## src/rtl/syncrx_pkg.sv

```systemverilog
`timescale 1ns/1ps
package syncrx_pkg;
  typedef enum logic [1:0] {
    ST_IDLE   = 2'd0,
    ST_SEARCH = 2'd1,
    ST_FILL   = 2'd2
  } hunt_st_e;

  localparam logic [7:0]  OPC_SYNC_LOAD = 8'hCE;
  localparam logic [15:0] CMD_POP       = 16'hB000;
  localparam logic [7:0]  SYNC_DEFAULT  = 8'hD4;
endpackage

```

## src/rtl/syncrx_rst_sync.sv

```systemverilog
`timescale 1ns/1ps
module syncrx_rst_sync #(
  parameter int unsigned STAGES = 2
) (
  input  logic clk,
  input  logic rst_n,
  output logic rst_sn
);
  logic [STAGES-1:0] chain_q;

  always_ff @(posedge clk or negedge rst_n) begin
    if (!rst_n) chain_q <= '0;
    else        chain_q <= {chain_q[STAGES-2:0], 1'b1};
  end

  assign rst_sn = chain_q[STAGES-1];
endmodule

```

## src/rtl/syncrx_hunt.sv

```systemverilog
`timescale 1ns/1ps
module syncrx_hunt
  import syncrx_pkg::*;
#(
  parameter int unsigned W = 8
) (
  input  logic         clk,
  input  logic         rst_n,
  input  logic         fill_en,
  input  logic         bit_vld,
  input  logic         bit_in,
  input  logic [W-1:0] pattern,
  output logic         filling,
  output logic         rearm
);
  localparam int unsigned CW = $clog2(W + 1);
  localparam logic [CW-1:0] SEEN_FULL = CW'(W);
  localparam logic [CW-1:0] SEEN_LAST = CW'(W - 1);

  hunt_st_e      st_q, st_d;
  logic [W-1:0]  win_q, win_d, win_next;
  logic [CW-1:0] seen_q, seen_d;
  logic          win_en;

  assign win_next = {win_q[W-2:0], bit_in};

  always_comb begin
    st_d   = st_q;
    seen_d = seen_q;
    win_d  = win_q;
    win_en = 1'b0;
    unique case (st_q)
      ST_IDLE: begin
        seen_d = '0;
        if (fill_en) st_d = ST_SEARCH;
      end
      ST_SEARCH: begin
        if (!fill_en) begin
          st_d   = ST_IDLE;
          seen_d = '0;
        end else if (bit_vld) begin
          win_en = 1'b1;
          win_d  = win_next;
          if (seen_q != SEEN_FULL) seen_d = seen_q + 1'b1;
          if ((seen_q >= SEEN_LAST) && (win_next == pattern)) st_d = ST_FILL;
        end
      end
      ST_FILL: begin
        seen_d = '0;
        if (!fill_en) st_d = ST_IDLE;
      end
      default: begin
        st_d   = ST_IDLE;
        seen_d = '0;
      end
    endcase
  end

  always_ff @(posedge clk or negedge rst_n) begin
    if (!rst_n) begin
      st_q   <= ST_IDLE;
      seen_q <= '0;
    end else begin
      st_q   <= st_d;
      seen_q <= seen_d;
    end
  end

  always_ff @(posedge clk or negedge rst_n) begin
    if (!rst_n)      win_q <= '0;
    else if (win_en) win_q <= win_d;
  end

  assign filling = (st_q == ST_FILL);
  assign rearm   = (st_q == ST_IDLE) && fill_en;
endmodule

```

## src/rtl/syncrx_packer.sv

```systemverilog
`timescale 1ns/1ps
module syncrx_packer #(
  parameter int unsigned W = 8
) (
  input  logic         clk,
  input  logic         rst_n,
  input  logic         active,
  input  logic         bit_vld,
  input  logic         bit_in,
  output logic         push,
  output logic [W-1:0] push_data
);
  localparam int unsigned CW = $clog2(W);
  localparam logic [CW-1:0] CNT_LAST = CW'(W - 1);

  logic [W-2:0]  acc_q, acc_d;
  logic [CW-1:0] cnt_q, cnt_d;
  logic          acc_en;

  always_comb begin
    acc_en = active && bit_vld;
    acc_d  = {acc_q[W-3:0], bit_in};
    if (!active)     cnt_d = '0;
    else if (bit_vld) cnt_d = (cnt_q == CNT_LAST) ? '0 : cnt_q + 1'b1;
    else             cnt_d = cnt_q;
  end

  always_ff @(posedge clk or negedge rst_n) begin
    if (!rst_n) cnt_q <= '0;
    else        cnt_q <= cnt_d;
  end

  always_ff @(posedge clk or negedge rst_n) begin
    if (!rst_n)      acc_q <= '0;
    else if (acc_en) acc_q <= acc_d;
  end

  assign push      = active && bit_vld && (cnt_q == CNT_LAST);
  assign push_data = {acc_q, bit_in};
endmodule

```

## src/rtl/syncrx_fifo.sv

```systemverilog
`timescale 1ns/1ps
module syncrx_fifo #(
  parameter int unsigned W     = 8,
  parameter int unsigned DEPTH = 4   // power of two
) (
  input  logic         clk,
  input  logic         rst_n,
  input  logic         push,
  input  logic [W-1:0] wdata,
  input  logic         pop,
  input  logic         ovf_clr,
  output logic [W-1:0] rdata,
  output logic         empty,
  output logic         full,
  output logic         overflow
);
  localparam int unsigned AW = $clog2(DEPTH);

  logic [W-1:0] mem_q [DEPTH];
  logic [DEPTH-1:0] we;
  logic [AW:0]  wptr_q, wptr_d, rptr_q, rptr_d;
  logic [W-1:0] rdata_q, rdata_d;
  logic         ovf_q, ovf_d;
  logic         push_ok, pop_ok;

  assign empty   = (wptr_q == rptr_q);
  assign full    = (wptr_q[AW] != rptr_q[AW]) && (wptr_q[AW-1:0] == rptr_q[AW-1:0]);
  assign push_ok = push && !full;
  assign pop_ok  = pop && !empty;

  for (genvar i = 0; i < DEPTH; i++) begin : g_we
    assign we[i] = push_ok && (wptr_q[AW-1:0] == AW'(i));
  end

  always_comb begin
    wptr_d  = push_ok ? wptr_q + 1'b1 : wptr_q;
    rptr_d  = pop_ok  ? rptr_q + 1'b1 : rptr_q;
    rdata_d = rdata_q;
    if (pop) rdata_d = empty ? '0 : mem_q[rptr_q[AW-1:0]];
    ovf_d = ovf_q;
    if (ovf_clr)          ovf_d = 1'b0;
    else if (push && full) ovf_d = 1'b1;
  end

  always_ff @(posedge clk) begin
    for (int i = 0; i < DEPTH; i++) begin
      if (we[i]) mem_q[i] <= wdata;
    end
  end

  always_ff @(posedge clk or negedge rst_n) begin
    if (!rst_n) begin
      wptr_q <= '0;
      rptr_q <= '0;
      ovf_q  <= 1'b0;
    end else begin
      wptr_q <= wptr_d;
      rptr_q <= rptr_d;
      ovf_q  <= ovf_d;
    end
  end

  always_ff @(posedge clk or negedge rst_n) begin
    if (!rst_n)   rdata_q <= '0;
    else if (pop) rdata_q <= rdata_d;
  end

  assign rdata    = rdata_q;
  assign overflow = ovf_q;
endmodule

```

## src/rtl/syncword_rx_fifo.sv

```systemverilog
`timescale 1ns/1ps
module syncword_rx_fifo
  import syncrx_pkg::*;
#(
  parameter int unsigned BYTE_W = 8,
  parameter int unsigned CMD_W  = 16,
  parameter int unsigned DEPTH  = 4
) (
  input  logic              clk,
  input  logic              rst_n,
  input  logic              bit_in,
  input  logic              bit_vld,
  input  logic              fill_en,
  input  logic              fifo_en,
  input  logic              cmd_vld,
  input  logic [CMD_W-1:0]  cmd_word,
  output logic [BYTE_W-1:0] rd_data,
  output logic              fill_active,
  output logic              fifo_empty,
  output logic              fifo_full,
  output logic              overflow
);
  localparam int unsigned OPC_W = CMD_W - BYTE_W;

  logic              rst_sn;
  logic [BYTE_W-1:0] pat_q, pat_d;
  logic              pat_ld, pop_req;
  logic              filling, rearm;
  logic              push;
  logic [BYTE_W-1:0] push_data;

  syncrx_rst_sync #(.STAGES(2)) u_rst (
    .clk(clk), .rst_n(rst_n), .rst_sn(rst_sn)
  );

  // command decode
  always_comb begin
    pat_ld  = cmd_vld && (cmd_word[CMD_W-1:BYTE_W] == OPC_W'(OPC_SYNC_LOAD));
    pop_req = cmd_vld && fifo_en && (cmd_word == CMD_W'(CMD_POP));
    pat_d   = pat_ld ? cmd_word[BYTE_W-1:0] : pat_q;
  end

  always_ff @(posedge clk or negedge rst_sn) begin
    if (!rst_sn) pat_q <= BYTE_W'(SYNC_DEFAULT);
    else         pat_q <= pat_d;
  end

  syncrx_hunt #(.W(BYTE_W)) u_hunt (
    .clk(clk), .rst_n(rst_sn), .fill_en(fill_en), .bit_vld(bit_vld),
    .bit_in(bit_in), .pattern(pat_q), .filling(filling), .rearm(rearm)
  );

  syncrx_packer #(.W(BYTE_W)) u_pack (
    .clk(clk), .rst_n(rst_sn), .active(filling && fill_en), .bit_vld(bit_vld),
    .bit_in(bit_in), .push(push), .push_data(push_data)
  );

  syncrx_fifo #(.W(BYTE_W), .DEPTH(DEPTH)) u_fifo (
    .clk(clk), .rst_n(rst_sn), .push(push), .wdata(push_data), .pop(pop_req),
    .ovf_clr(rearm), .rdata(rd_data), .empty(fifo_empty), .full(fifo_full),
    .overflow(overflow)
  );

  assign fill_active = filling;
endmodule

```

## config.mk

```make
export PLATFORM = sky130hd
export DESIGN_NAME = syncword_rx_fifo
export DESIGN_NICKNAME = d
export VERILOG_FILES = /design/src/rtl/syncrx_pkg.sv /design/src/rtl/syncrx_rst_sync.sv /design/src/rtl/syncrx_hunt.sv /design/src/rtl/syncrx_packer.sv /design/src/rtl/syncrx_fifo.sv /design/src/rtl/syncword_rx_fifo.sv
export SDC_FILE = /design/constraint.sdc
export NUM_CORES = 1
export LEC_CHECK = 0
export BUFFER_PORTS_ARGS = -buffer_cell sky130_fd_sc_hd__buf_4
export CAP_MARGIN = 10
export CORE_UTILIZATION = 60
export DETAILED_ROUTE_END_ITERATION = 10
export PLACE_DENSITY_LB_ADDON = 0.15
export REMOVE_ABC_BUFFERS = 1
export SLEW_MARGIN = 5
export SYNTH_ARGS = -nofsm -noshare
export SYNTH_HDL_FRONTEND = slang
export SYNTH_SLANG_ARGS = --single-unit
```

## constraint.sdc

```tcl
create_clock -name clk -period 3.9 [get_ports clk]
set_input_delay 0.975 -clock clk [delete_from_list [all_inputs] [get_ports clk]]
set_output_delay 0.975 -clock clk [all_outputs]
set_load 0.005 [all_outputs]
```

# ---- Word-level counts from Yosys, hierarchy flattened
# Memories as Yosys holds them, arrays and structs flattened.
# Index checks and enable logic that the tools add are counted.
dict set report totals {
  register_bits 48
  in_bits 23
  mem_count 1
  mem_bits_rw 32
  wordCells 99
}
dict set report classes {
  order_cmp 1
  n_addsub 4
  reduce_logical 27
  n_eq_ne 19
  n_mux 36
}
# memory words width read_ports rd_clocked_by_memory_dff write_ports line_no
set memory_table {}
lappend memory_table {u_fifo.mem_q 4 8 1 0 1 syncrx_fifo.sv:19} ;# logic [W-1:0] mem_q [DEPTH];
# op count
set ops {}
lappend ops {{$mux W8} 4}
lappend ops {{$reduce_or A8 Y1} 3}
lappend ops {{$eq A16 B16 Y1 const B} 1}
lappend ops {{$logic_and A1 B1 Y1} 16}
lappend ops {{$mux W1} 16}
lappend ops {{$mux W2} 8}
lappend ops {{$mux W4} 4}
lappend ops {{$add A3 B1 Y3 const B} 3}
lappend ops {{$mux W3} 3}
lappend ops {{$eq A8 B8 Y1} 1}
lappend ops {{$eq A8 B8 Y1 const B} 1}
lappend ops {{$reduce_and A4 Y1} 2}
lappend ops {{$eq A2 B2 Y1 const B} 3}
lappend ops {{$ne A2 B2 Y1 const B} 3}
lappend ops {{$ne A3 B2 Y1 const B} 2}
lappend ops {{$pmux W2 S3} 1}
lappend ops {{$add A4 B1 Y4 const B} 1}
lappend ops {{$eq A2 B1 Y1 const B} 2}
lappend ops {{$ge A4 B3 Y1 const B} 1}
lappend ops {{$logic_not A2 Y1} 2}
lappend ops {{$ne A4 B4 Y1 const B} 1}
lappend ops {{$eq A3 B3 Y1} 1}
lappend ops {{$eq A3 B3 Y1 const B} 1}
lappend ops {{$ne A3 B3 Y1 const B} 1}
lappend ops {{5 further kinds} 6}

# ---- Depth between registers and ports, before layout
# Gate-level depths: netlist of run 1.
dict set report depth {
  word_depth 12
  depth_mapped 6
  depth_no_buf 6
}

# ---- By module
# Synthesis of run 1 repeated with hierarchy kept, for this count alone.
dict set report hier_totals {
  hier_cells 214
  hier_area_um2 3474.6
}
# mod cells_each n_inst seq_area_each_um2 area_per_inst_um2
set by_module_without_submodules {}
lappend by_module_without_submodules {syncrx_fifo 98 1 1336.3 1916.8}
lappend by_module_without_submodules {syncrx_hunt 58 1 325.3 686.9}
lappend by_module_without_submodules {syncrx_packer 28 1 250.2 425.4}
lappend by_module_without_submodules {syncword_rx_fifo 27 1 205.2 391.6}
lappend by_module_without_submodules {syncrx_rst_sync 3 1 50.0 53.8}

# ---- Worst setup path after synthesis of run 1
# No wires, ideal clock.
dict set report synth_path {
  path_kind {input to register}
  from {input port bit_vld}
  to {memory u_fifo.mem_q[3][0], enable pin}
  setup_slack_ns 1.406
  path_buffers 1
  arrival_ns 2.155
  stages 4
  required_ns 3.561
  cell_sequence {buf_2 -> nand4b_4 -> a311oi_2 -> and2_1}
}
# element line_no
set synth_lines {}
lappend synth_lines {{from (decl)} syncword_rx_fifo.sv:12} ;# input logic bit_vld,
lappend synth_lines {{$logic_and A1 B1 Y1 * (2 in series)} syncrx_packer.sv:38} ;# assign push = active && bit_vld && (cnt_q == CNT_LAST);
lappend synth_lines {{$logic_and A1 B1 Y1 *} syncrx_fifo.sv:28} ;# assign push_ok = push && !full;
lappend synth_lines {{$logic_and A1 B1 Y1 *} syncrx_fifo.sv:32} ;# assign we[i] = push_ok && (wptr_q[AW-1:0] == AW'(i));
lappend synth_lines {{named net u_fifo.we[3]} syncrx_fifo.sv:20} ;# logic [DEPTH-1:0] we;
lappend synth_lines {{$mux W1 *} syncrx_fifo.sv:47} ;# if (we[i]) mem_q[i] <= wdata;
lappend synth_lines {{$mux W1 (not written as such) *} syncrx_fifo.sv:47}
lappend synth_lines {{$reduce_or A8 Y1 (no source line)} --}
lappend synth_lines {{$mux W2 (no source line) / $mux W1 (equally long branches)} --}
lappend synth_lines {{to (decl)} syncrx_fifo.sv:19}
# The timed path passes the listed nets; every way through them passes the cells marked *.

# ---- Worst setup path in the final report of run 1
dict set report layout_path {
  from {register u_fifo.rptr_q[1]}
  to {output port fifo_empty}
}
dict set report layout_between {
  elab_chain_cells 1
}
# element line_no
set layout_lines {}
lappend layout_lines {{from (decl)} syncrx_fifo.sv:21} ;# logic [AW:0] wptr_q, wptr_d, rptr_q, rptr_d;
lappend layout_lines {{from (signal assigned)} syncrx_fifo.sv:58} ;# rptr_q <= rptr_d;
lappend layout_lines {{$eq A3 B3 Y1} syncrx_fifo.sv:26} ;# assign empty = (wptr_q == rptr_q);
lappend layout_lines {{to (decl)} syncword_rx_fifo.sv:19} ;# output logic fifo_empty,
# Every way passes these cells.

==> metrics.cfg, run 1 <==
[pwr]
p_per_area_nw_per_um2 = 407
max-vdd-ir-drop_v = 0.000260
leakage_nw = 1.76
fin_total_pwr_mw = 1.60

[clock_network]
htreeDepth = 3
clockBufferDepth = 2
post_cts_resized = 0
clock_latency_ns = 0.35
clk_pin_slew_ns = 0.09
clock_sinks = 80
cts_tree = done
postCtsHoldBufs = 0
cts_setup_buffers = 0
cts-buffers-inserted = 9
cts_root_buffer = clkbuf_8

[worst_setup_path]
crit_fanout = 11
path_class = reg -> out
required_ns = 2.92
worstPathArrival_ns = 1.81
critPathLaunchType = flip-flop
slowest_stage = dfrtp_1
path_cells = xnor2_1 -> nand3b_1 -> inv_1 -> buf_4
worstSetupEndpointType = primary output
cp_top_family = flip-flops
slowest_delay_ns = 0.57
critPathBufInv = 2

[die]
rows = 27
die_w_um = 77.3
initial_core_util_pct = 62.2
fp.dieArea_um2 = 5980
io_pins = 35
die_h_um = 77.3
core_um2 = 5470

[drt]
avgRoutedWirePerCell_um = 16.5
drtIter0Drc = 73
drc = 0
dr_total_vias = 1887
via_per_inst = 5.55
drtPass1Iterations = 4
ant_nets = 0
drt-total-wl_um = 5610

[timing]
setup_ws_ns = 1.12
finalSetupTns_ns = 0
maxSlewHeadroom_pct = 35.1
post-route-period-util_pct = 71.4
slew_viol_final = 0
fin_crit_ns = 2.78
max_slew.worst_pin.slew_ns = 0.973
setup_viol = 0
hold_viol_final = 0
rsz0062_at_grt = false
fmax_mhz = 359
fin_skew_ns = 0.00578

[final_layout]
fillers = 365
nNetsFinal = 295
diodes = 0
synthToLayoutAreaGrowth_pct = 15.1
drive_gt1_share_pct = 34.7
stdcell_count = 340
seq_area_um2 = 2170
multi_input_area_um2 = 1160

[placement]
place_hpwl_um = 3920
numPortBuffers = 34
pre_cts_ws_ns = 1.18
place_inst = 324
gp_congestion = 0.701

[global_routing]
antenna_found_initial = 0
grt_pass1_vias = 1966
use_met3_pct = 5.71
met1_usage_pct = 31.3
gr-max-usage-layer = met2
grt-ovfl-total = 0
grt_usage_pct = 21.7
grt_max_degree = 47
grt_use_met2_pct = 31.6
grt_pass1_wl_um = 9590

[logic_synthesis]
synth_edf_count = 32
synthArstFlopShare_pct = 60.0
synth_cells = 220
synthFlopType = dfrtp_1
ys_seq_area_share_pct = 63.7
syn_area_um2 = 3400
yosysWarningCount = 0
syn_area_per_cell_um2 = 15.5
synth_seq_cells = 80
ys_types = 38

[run]
drv_cap = 0

[worst_hold_path]
hp-class = reg -> reg

[run_status]
outcome = completed

==> worst paths after layout <==
kind | slack [ns] | depth (start not counted) | start | to
hold / removal | 0.36 | 0 | u_rst.chain_q[0] | u_rst.chain_q[1]
max in group asynchronous | 2.86 | 0 | u_rst.chain_q[1] | u_pack.acc_q[5]
min in group asynchronous | 0.39 | 1 | rst_n | u_rst.chain_q[1]
setup reg to reg | 1.68 | 3 | u_fifo.rptr_q[1] | u_fifo.mem_q[0][7]
hold reg to reg | 0.36 | 0 | u_rst.chain_q[0] | u_rst.chain_q[1]
setup / recovery | 1.12 | 4 | u_fifo.rptr_q[1] | fifo_empty
==> metal layers <==
metal	vias to the layer above	routed length, µm
met5	-	0
met2	42	2560
met1	959	2700
li1	879	-
met4	0	79
met3	7	273
==> where the power goes <==
group | internal, mW | total [mW] | switching, mW
Clock | 0.237 | 0.554 | 0.316
Sequential | 0.907 | 0.946 | 0.0391
Combinational | 0.0601 | 0.0949 | 0.0348
Total | 1.20 | 1.60 | 0.390
==> layout make-up <==
| cell class | count | share of cell area [%] |
|---|---|---|
| Clock buffer | 9 | 3.16 |
| Clock inverter | 7 | 1.40 |
| Inverter | 15 | 1.44 |
| Multi-Input combinational cell | 122 | 29.7 |
| Sequential cell | 80 | 55.3 |
| Tap cell | 72 | 2.30 |
| Timing Repair Buffer | 35 | 6.70 |
==> worst reg2reg max path, cell delays in order, from the launching register on <==
cell      delay, ns
dfrtp_1        0.66
xnor2_1        0.22
a311oi_2       0.53
and2_1         0.48
==> placed cells by master, fill, tap and decap left out, types with 2 or more instances in the layout <==
master / instances
dfrtp_1: 43
and2_1: 5
xnor2_1: 7
nand4_1: 2
nand3b_1: 3
nor2b_1: 2
nor4_1: 3
nand2_1: 7
inv_1: 15
mux2_2: 22
clkbuf_8: 9
ha_1: 9
inv_6: 3
xor2_1: 11
buf_4: 35
nand3_1: 6
edfxtp_1: 32
clkinvlp_4: 2
dfstp_2: 4
a21oi_1: 2
mux2i_1: 3
nor2_1: 8
o2bb2ai_1: 8
mux4_2: 8
==> through the flow <==
step | hold WS (ns) | util, % | cell area, µm²
2_1_floorplan | 0.331 | - | 3390
3_3_place_gp | 0.342 | 68.3 | 3740
3_5_place_dp | 0.350 | 68.3 | 3740
4_1_cts | 0.370 | 71.6 | 3920
5_1_grt | 0.369 | 71.6 | 3920
6_report | 0.365 | 71.6 | 3920
==> state kept, by name, indices dropped and copies added (netlist names) <==
register,cells
u_fifo.overflow,1
pat_q,8
u_hunt.win_q,7
u_fifo.wptr_q,3
u_hunt.st_q,2
u_hunt.seen_q,4
u_pack.acc_q,7
u_fifo.rdata,8
u_rst.chain_q,2
u_fifo.rptr_q,3
u_pack.cnt_q,3
u_fifo.mem_q,32
==> synth_stat cells (2+ instances only) <==
library cell,instances,share of area [%]
dfrtp_1,44,32
buf_2,2,0.29
nand2_1,7,0.77
mux4_2,8,5.3
dfstp_2,4,3.1
nand4_1,2,0.37
edfxtp_1,32,28
and2_1,5,0.92
ha_1,9,3.3
xor2_1,11,2.8
inv_1,15,1.7
mux2i_1,3,0.88
nor2_1,8,0.88
o2bb2ai_1,8,2.1
nand3b_1,3,0.66
nor4_1,3,0.55
mux2_2,22,7.3
nand3_1,6,0.88
a21oi_1,2,0.29
nor2b_1,2,0.37
xnor2_1,7,1.8
==> logic make-up after synthesis <==
group	share of synthesized area, %
compound gates	3.35
xor+xnor	4.63
fa+ha+maj	3.31
buf+inv	2.17
flops	63.7
mux	13.9
other cells	0.110
simple gates	8.86
Power figures use the tool's default switching activity.
==> run 2: changes to the inputs <==
- ABC_AREA: unset -> 1
- CORE_UTILIZATION: 60 -> 59
- clock period: 3.9 -> 2.73 ns (I/O delays scaled with it)
==> metrics.cfg, run 2 <==
[run_status]
outcome = completed

[global_routing]
use_met3_pct = 7.19  ; +1.5 points
grt_use_met2_pct = 36.2  ; +4.6 points
grt-ovfl-total = 0  ; unchanged
gr-max-usage-layer = met2
grt_pass1_vias = 2503  ; +27%
grt_max_degree = 47  ; unchanged
grt_usage_pct = 24.5  ; +2.8 points
grt_pass1_wl_um = 11700  ; +22%
antenna_found_initial = 0  ; unchanged
met1_usage_pct = 33.9  ; +2.5 points

[clock_network]
post_cts_resized = 0  ; unchanged
cts_tree = done
clk_pin_slew_ns = 0.07  ; -0.02 ns
clockBufferDepth = 2  ; unchanged
clock_latency_ns = 0.35  ; about the same
htreeDepth = 3  ; unchanged
postCtsHoldBufs = 0  ; unchanged
cts_root_buffer = clkbuf_8
cts_setup_buffers = 0  ; unchanged
clock_sinks = 80  ; unchanged
cts-buffers-inserted = 9  ; unchanged

[logic_synthesis]
synthArstFlopShare_pct = 60.0  ; unchanged
synth_seq_cells = 80  ; unchanged
synth.most_common_cell = nand2_1
yosysWarningCount = 0  ; unchanged
syn_area_per_cell_um2 = 9.72  ; -37%
synth_cells = 382  ; +74%
synth_top_cell_area_share_pct = 29.7  ; -2.7 points
synth_edf_count = 32  ; unchanged
ys_top_cells_by_area = dfrtp_1, edfxtp_1, nand2_1
syn_area_um2 = 3710  ; +9.1%
synth_top_area_cell = dfrtp_1
ys_types = 37  ; -2.6%
synthTopCellsByCount = nand2_1, nor2_1, dfrtp_1, inv_1, edfxtp_1
ys_seq_area_share_pct = 58.4  ; -5.3 points
synthFlopType = dfrtp_1

[die]
io_pins = 35  ; unchanged
die_w_um = 81.3  ; +5.2%
core_um2 = 5990  ; +9.5%
initial_core_util_pct = 62.0  ; -0.22 points
rows = 28  ; +3.7%
fp.dieArea_um2 = 6610  ; +11%
die_h_um = 81.3  ; +5.2%

[final_layout]
layout_commonest_cell = nand2_1
largest_reg_flops = 32  ; unchanged
finalInstanceArea_um2 = 4190  ; +6.8%
regMostFlops = u_fifo.mem_q
final_core_util_pct = 69.9  ; -1.7 points
drive_gt1_share_pct = 18.5  ; -16 points
layout_common_cells = nand2_1, nor2_1, dfrtp_1
synthToLayoutAreaGrowth_pct = 12.7
nNetsFinal = 454  ; +54%
fillers = 460  ; +26%
diodes = 0  ; unchanged

[timing]
rsz0062_at_grt = false
fin_skew_ns = 0.00931  ; +0.00353 ns
hold_viol_final = 0  ; unchanged
finalSetupTns_ns = 0  ; unchanged
post-route-period-util_pct = 86.8
slew_viol_final = 0  ; unchanged
fin_crit_ns = 2.37
setup_viol = 0  ; unchanged
fmax_mhz = 422
max_slew.worst_pin.slew_ns = 0.983  ; +0.0106 ns
maxSlewHeadroom_pct = 34.4  ; -0.71 points

[worst_setup_path]
rr_endpoint = u_fifo.mem_q[0][5]
worstRegToRegCells = 4  ; +1
r2r-start = u_fifo.rptr_q[0]
worstPathArrival_ns = 1.69  ; -0.12 ns
crit_fanout = 20  ; +9
required_ns = 2.05  ; -0.87 ns
r2r_slack_ns = 0.51  ; -1.17 ns
critPathLaunchType = flip-flop
worstSetupEndpointType = primary output
path_class = reg -> out

[worst_hold_path]
hp-class = in -> async

[pwr]
p_per_area_nw_per_um2 = 528  ; +30%
leakage_nw = 2.05  ; +16%
max-vdd-ir-drop_v = 0.000435  ; +67%
fin_total_pwr_mw = 2.21  ; +38%

[drt]
via_per_inst = 5.31  ; -4.3%
drtIter0Drc = 114  ; +56%
drt-total-wl_um = 7200  ; +28%
dr_total_vias = 2661  ; +41%
ant_nets = 0  ; unchanged
drtPass1Iterations = 4  ; unchanged
avgRoutedWirePerCell_um = 14.4  ; -13%
drc = 0  ; unchanged

[placement]
numPortBuffers = 34  ; unchanged
gp_congestion = 0.801  ; +14%
place_hpwl_um = 5210  ; +33%
dpl_cell_area_um2 = 4020  ; +7.6%

[run]
drv_cap = 0  ; unchanged

-- run 2: cell count changes after synthesis, moves of 7 or more --
cell	delta
nand2_1	+87
nor2_1	+43
inv_1	+24
mux2_2	-22
o21ai_0	+21
o22ai_1	+9
mux4_2	-8
o2bb2ai_1	-8
xor2_1	-7
-- run 2: power breakdown --
part	switching (mW)	internal, mW	total, mW
combinational	0.0845	0.0653	0.150
clock	0.398	0.344	0.742
sequential	0.0402	1.28	1.32
total	0.522	1.69	2.21
-- run 2: critical path: stages, from the launching register on --
cell,delay [ns]
dfrtp_1,0.70
xnor2_1,0.20
nand3_1,0.18
inv_1,0.14
buf_4,0.12
-- run 2: worst max-delay path by stage --
stage | from | endpoint | slack [ns]
final | u_fifo.rptr_q[0] | fifo_full | 0.36
after global routing | u_fifo.rptr_q[0] | fifo_full | 0.26
after CTS | u_fifo.rptr_q[0] | fifo_full | 0.37
after detailed placement | bit_vld | u_fifo.mem_q[0][7] | 0.36
after global placement | bit_vld | u_fifo.mem_q[2][0] | 0.46
after floorplan | bit_vld | u_fifo.mem_q[0][0] | 0.75
-- run 2: final cells by class --
type                       instances  area [µm²]  share of cell area [%]
multi-input combinational        253        1330                    31.8
clock inverter                     4        21.3                   0.508
timing repair buffer              36         270                    6.46
tap                               75        93.8                    2.24
inverter                          42         160                    3.83
clock buffer                      11         141                    3.38
sequential                        80        2170                    51.8
-- run 2: cell families (layout without fill, tap and decap cells) --
kind of cell / after synthesis / after routing / share of synthesized area [%]
AOI/OAI and AO/OA: 54 / 54 / 8.90
xor gates and xnor gates: 9 / 9 / 2.12
adders and majority gates: 9 / 9 / 3.03
buffers and inverters: 49 / 93 / 5.80
DFF: 80 / 80 / 58.4
other: 1 / 1 / 0.101
and+or+nand+nor: 180 / 180 / 21.7
-- run 2: routing by layer --
metal  vias up  share of wire [%]
li1       1318                  -
met1      1244                 47
met2        84                 44
met3        15                6.9
met4         0                2.0
met5         -                  0
-- run 2: per-stage QoR --
stage	std cells	hold WS, ns	worst slack (ns)
floorplan	375	0.331	0.749
global placement	486	0.344	0.460
detailed placement	486	0.337	0.360
CTS	501	0.0895	0.366
global route	501	0.0810	0.259
finish	501	0.103	0.361
